===== src/rtl/ctx_shadow_pkg.sv =====
package ctx_shadow_pkg;

   localparam int unsigned DEF_STAT_W = 8;
   localparam int unsigned DEF_WACC_W = 8;
   localparam int unsigned DEF_BANK_W = 4;

   // What the shadow does in a given cycle
   typedef enum logic [1:0] {
      SH_IDLE    = 2'b00,
      SH_CAPTURE = 2'b01,
      SH_RESTORE = 2'b10,
      SH_SWAP    = 2'b11
   } sh_op_e;

   function automatic int unsigned fld_width(input int unsigned idx,
                                             input int unsigned bw,
                                             input int unsigned aw,
                                             input int unsigned sw);
      case (idx)
         0:       return bw;
         1:       return aw;
         default: return sw;
      endcase
   endfunction

   function automatic int unsigned fld_offset(input int unsigned idx,
                                              input int unsigned bw,
                                              input int unsigned aw);
      case (idx)
         0:       return 0;
         1:       return bw;
         default: return bw + aw;
      endcase
   endfunction

endpackage


===== src/rtl/ctx_shadow_decode.sv =====
module ctx_shadow_decode
   import ctx_shadow_pkg::*;
(
   input  logic   vec_i,
   input  logic   call_i,
   input  logic   ret_i,
   input  logic   iret_i,
   input  logic   fast_i,
   output sh_op_e op_o,
   output logic   cap_o,
   output logic   rest_o
);

   logic cap_call;
   logic cap_any;
   logic rest_any;

   // Vectoring captures unconditionally; calls and returns only with the fast flag
   assign cap_call = call_i & fast_i;
   assign cap_any  = vec_i | cap_call;
   assign rest_any = (ret_i | iret_i) & fast_i;

   always_comb begin
      unique case ({rest_any, cap_any})
         2'b01:   op_o = SH_CAPTURE;
         2'b10:   op_o = SH_RESTORE;
         2'b11:   op_o = SH_SWAP;
         default: op_o = SH_IDLE;
      endcase
   end

   assign cap_o  = (op_o == SH_CAPTURE) || (op_o == SH_SWAP);
   assign rest_o = (op_o == SH_RESTORE) || (op_o == SH_SWAP);

endmodule


===== src/rtl/ctx_shadow_field.sv =====
module ctx_shadow_field #(
   parameter int unsigned W = 8
) (
   input  logic         clk,
   input  logic         rst_n,
   input  logic         load_i,
   input  logic [W-1:0] d_i,
   output logic [W-1:0] q_o
);

   if (W < 1) begin : g_bad_w
      $error("ctx_shadow_field: W must be at least 1");
   end

   always_ff @(posedge clk or negedge rst_n) begin
      if (!rst_n) begin
         q_o <= '0;
      end else if (load_i) begin
         q_o <= d_i;
      end
   end

endmodule


===== src/rtl/ctx_shadow_drive.sv =====
module ctx_shadow_drive #(
   parameter int unsigned TOT_W     = 20,
   parameter bit          ZERO_IDLE = 1'b1
) (
   input  logic             rest_i,
   input  logic [TOT_W-1:0] shadow_i,
   output logic [TOT_W-1:0] data_o,
   output logic             wb_en_o
);

   assign wb_en_o = rest_i;

   if (ZERO_IDLE) begin : g_gated
      assign data_o = rest_i ? shadow_i : '0;
   end else begin : g_open
      assign data_o = shadow_i;
   end

endmodule


===== src/rtl/fast_ctx_shadow.sv =====
module fast_ctx_shadow
   import ctx_shadow_pkg::*;
#(
   parameter int unsigned STAT_W    = DEF_STAT_W,
   parameter int unsigned WACC_W    = DEF_WACC_W,
   parameter int unsigned BANK_W    = DEF_BANK_W,
   parameter bit          ZERO_IDLE = 1'b1
) (
   input  logic              clk,
   input  logic              rst_n,
   input  logic              vec_i,
   input  logic              call_i,
   input  logic              ret_i,
   input  logic              iret_i,
   input  logic              fast_i,
   input  logic [STAT_W-1:0] stat_i,
   input  logic [WACC_W-1:0] wacc_i,
   input  logic [BANK_W-1:0] bank_i,
   output logic [STAT_W-1:0] stat_o,
   output logic [WACC_W-1:0] wacc_o,
   output logic [BANK_W-1:0] bank_o,
   output logic              wb_en_o
);

   localparam int unsigned NFLD  = 3;
   localparam int unsigned TOT_W = STAT_W + WACC_W + BANK_W;

   if (STAT_W < 1 || WACC_W < 1 || BANK_W < 1) begin : g_bad_cfg
      $error("fast_ctx_shadow: every field width must be at least 1");
   end

   sh_op_e             op;
   logic               cap;
   logic               rest;
   logic [TOT_W-1:0]   live;
   logic [TOT_W-1:0]   shadow_q;
   logic [TOT_W-1:0]   data_out;

   // Packed layout, low to high: bank, accumulator, status
   assign live = {stat_i, wacc_i, bank_i};

   ctx_shadow_decode u_dec (
      .vec_i  (vec_i),
      .call_i (call_i),
      .ret_i  (ret_i),
      .iret_i (iret_i),
      .fast_i (fast_i),
      .op_o   (op),
      .cap_o  (cap),
      .rest_o (rest)
   );

   for (genvar gi = 0; gi < NFLD; gi++) begin : g_fld
      localparam int unsigned FW = fld_width(gi, BANK_W, WACC_W, STAT_W);
      localparam int unsigned LO = fld_offset(gi, BANK_W, WACC_W);
      ctx_shadow_field #(.W(FW)) u_fld (
         .clk    (clk),
         .rst_n  (rst_n),
         .load_i (cap),
         .d_i    (live[LO +: FW]),
         .q_o    (shadow_q[LO +: FW])
      );
   end

   ctx_shadow_drive #(.TOT_W(TOT_W), .ZERO_IDLE(ZERO_IDLE)) u_drv (
      .rest_i   (rest),
      .shadow_i (shadow_q),
      .data_o   (data_out),
      .wb_en_o  (wb_en_o)
   );

   assign bank_o = data_out[BANK_W-1:0];
   assign wacc_o = data_out[BANK_W +: WACC_W];
   assign stat_o = data_out[BANK_W + WACC_W +: STAT_W];

endmodule


===== config.mk =====
export PLATFORM = sky130hd
export DESIGN_NAME = fast_ctx_shadow
export DESIGN_NICKNAME = d
export VERILOG_FILES = /design/src/rtl/ctx_shadow_pkg.sv /design/src/rtl/ctx_shadow_decode.sv /design/src/rtl/ctx_shadow_field.sv /design/src/rtl/ctx_shadow_drive.sv /design/src/rtl/fast_ctx_shadow.sv
export SDC_FILE = /design/constraint.sdc
export NUM_CORES = 1
export LEC_CHECK = 0
export BUFFER_PORTS_ARGS = -buffer_cell sky130_fd_sc_hd__buf_2
export CORE_UTILIZATION = 40
export DETAILED_ROUTE_END_ITERATION = 16
export GPL_TIMING_DRIVEN = 0
export PLACE_DENSITY = 0.77
export SLEW_MARGIN = 20
export SYNTH_ARGS = -nofsm -noshare
export SYNTH_HDL_FRONTEND = slang
export SYNTH_SLANG_ARGS = --single-unit

===== constraint.sdc =====
create_clock -name clk -period 1.6 [get_ports clk]
set_input_delay 0.08 -clock clk [delete_from_list [all_inputs] [get_ports clk]]
set_output_delay 0.08 -clock clk [all_outputs]
set_load 0.005 [all_outputs]

==> impl_metrics.tcl <==
set metrics [dict create \
    ys_top_cells_by_count "and2_1, dfrtp_1, mux2_2" \
    path_delay_family "flip-flops" \
    min_period_ps 1030 \
    max_freq_ghz 0.975 \
    p_leak_nw 0.666 \
    cts-root-buf "clkbuf_4" \
    insertedDiodeCount 0 \
    min_path_type "input pin to register" \
    cp.arrival_ps 950 \
    die_h_um 49.5 \
    clock_skew_ps 0 \
    coreArea_um2 2040 \
    path_buf_inv 1 \
    period_share_pct 64.1 \
    power.density_nw_per_um2 910 \
    finalHoldViolations 0 \
    async_flop_share_pct 100 \
    place_ws_ps 567 \
    dr.pass1.iters 4 \
    yosys_warnings 0 \
    syn_area_per_cell_um2 13.7 \
    worstSetupPathType "register to output port" \
    fill_cells 186 \
    area_delta_synth_final_pct 45.6 \
    gp_congestion 0.585 \
    grt-ovfl-total 0 \
    synth_enable_flop_cells 0 \
    syn-cell-area_um2 903 \
    drv_cap 0 \
    tightest_slew_ps 425 \
    setup_viol 0 \
    synth_area_leader_cell "dfrtp_1" \
    final.setup.tns_ps 0 \
    antenna_found_initial 0 \
    clk_pin_slew_ps 110 \
    vias_per_cell 4.56 \
    vias 698 \
    syn_inst 66 \
    grt_first_pass_wirelength_mm 3.04 \
    grt_pass1_vias 746 \
    synth_top_area_share_pct 55.4 \
    clk_latency_ps 290 \
    rows 16 \
    ios 48 \
    holdPathStages 2 \
    drc 0 \
    rsz0062_at_grt "no" \
    crit_slowest_cell "dfrtp_1" \
    fin_ws_ps 574 \
    seq_area_um2 500 \
    hp-start "stat_i[7]" \
    drv_slew 0 \
    reg2reg_depth 1 \
    outcome "finished, final reports clean" \
    ir_worst_vdd_mv 0.673 \
    cts_tree "done" \
    reg2reg_setup_slack_ps 840 \
    die_area_um2 2450 \
    reg_top3 "g_fld.u_fld.q_o: 20 flops" \
    fp.dieW_um 49.5 \
    portBuffers 47 \
    min_delay_worst_endpoint "g_fld[2].u_fld.q_o[7]$_DFFE_PN0P_" \
    final_util_pct 64.4 \
    drt_wl_total_mm 1.87 \
    largest_reg_flops 20 \
    initial_core_util_pct 44.2 \
    hpwl_mm 1.28 \
    cp_max_fo 2 \
    slowest_delay_ps 400 \
    cts-buffers-inserted 3 \
    grt_max_degree 21 \
    regMostFlops "g_fld.u_fld.q_o" \
    h-tree-depth 1 \
    synth_cell_types 9 \
    endpoint_kind "output port" \
    ant_nets 0 \
    relSlewSlack_pct 71.7 \
    first_iter_violations 2 \
    synthesis.nets 93 \
    multi_input_area_um2 370 \
    yosysSeqAreaShare_pct 55.4 \
    worst_ep_required_time_ps 1520 \
    avgRoutedWirePerCell_um 12.2 \
    num-nets-final 154 \
    drive_gt1_share_pct 60.3 \
    cts_max_path_buffers 2 \
    dominantRegCellSynth "dfrtp_1" \
    track_usage_pct 16.4 \
    r2r_end "g_fld[2].u_fld.q_o[1]$_DFFE_PN0P_" \
    synth.area.top_cells "dfrtp_1, mux2_2, and2_1" \
    rr_startpoint "g_fld[2].u_fld.q_o[1]$_DFFE_PN0P_" \
    synth_seq_cells 20 \
    path_cells "and2_1 > buf_2" \
    cts_sinks 20 \
    start_kind "register" \
]
[report_power, final]
part	internal [mW]	switching, mW	leakage, nW
clock	0.253	0.152	0.0279
sequential	0.556	0.0206	0.233
combinational	0.135	0.0806	0.404
total	0.944	0.253	0.666
[timing repair]
action,CTS,global route
hold buffers,9,0
endpoints found under the hold margin,28,0
gates resized for setup,0,0
buffers inserted,0,0
[final cells by class]
type / count / area share (%)
flip-flops and latches: 20 / 38.1
multi-input cells: 42 / 28.2
repair buffers: 56 / 24.7
well taps: 27 / 2.57
plain buffers: 4 / 2.47
clock inverters: 1 / 2.28
clock buffers: 3 / 1.71
[how the worst max path moves through the flow]
stage | cells past startpoint | end | from
6_report | 2 | stat_o[1] | g_fld[2].u_fld.q_o[1]$_DFFE_PN0P_
5_1_grt | 2 | wacc_o[1] | g_fld[1].u_fld.q_o[1]$_DFFE_PN0P_
4_1_cts | 2 | stat_o[3] | g_fld[2].u_fld.q_o[3]$_DFFE_PN0P_
3_5_place_dp | 4 | g_fld[1].u_fld.q_o[3]$_DFFE_PN0P_ | call_i
3_3_place_gp | 4 | g_fld[1].u_fld.q_o[2]$_DFFE_PN0P_ | call_i
2_1_floorplan | 3 | g_fld[1].u_fld.q_o[0]$_DFFE_PN0P_ | call_i
[per-layer routing]
metal	vias up	routed length [um]	track usage, %
met1	328	771	18.8
met3	2	94	2.78
met4	0	10	4.29
li1	340	-	-
met2	28	997	31.1
met5	-	0	0
[placed cells by master, fill, tap and decap left out]
cell,synthesis,layout
buf_2,1,48
and2_1,20,20
dfrtp_1,20,20
mux2_2,19,19
dlygate4sd3_1,0,9
clkbuf_4,0,3
buf_6,2,2
o21a_1,1,1
clkbuf_2,1,1
a21oi_2,1,1
mux2_4,1,1
bufinv_16,0,1
[stage by stage]
step	total power [mW]	hold slack, ps	cells	instance area, um2
after floorplan	0.692	-216	66	903
final	1.20	8.48	153	1320
after global routing	1.25	0.0157	153	1320
after CTS	1.21	0.944	153	1320
after detailed placement	0.787	40.0	140	1170
after global placement	0.778	46.2	140	1170
[logic make-up (layout without fill, tap and decap cells)]
group / after synthesis / count (layout) / synth area share, %
compound gates: 2 / 2 / 1.80
buf+inv: 4 / 64 / 3.60
flops: 20 / 20 / 55.4
mux: 20 / 20 / 25.3
simple gates: 20 / 20 / 13.9
No activity file was read; power rests on OpenSTA's default activity.
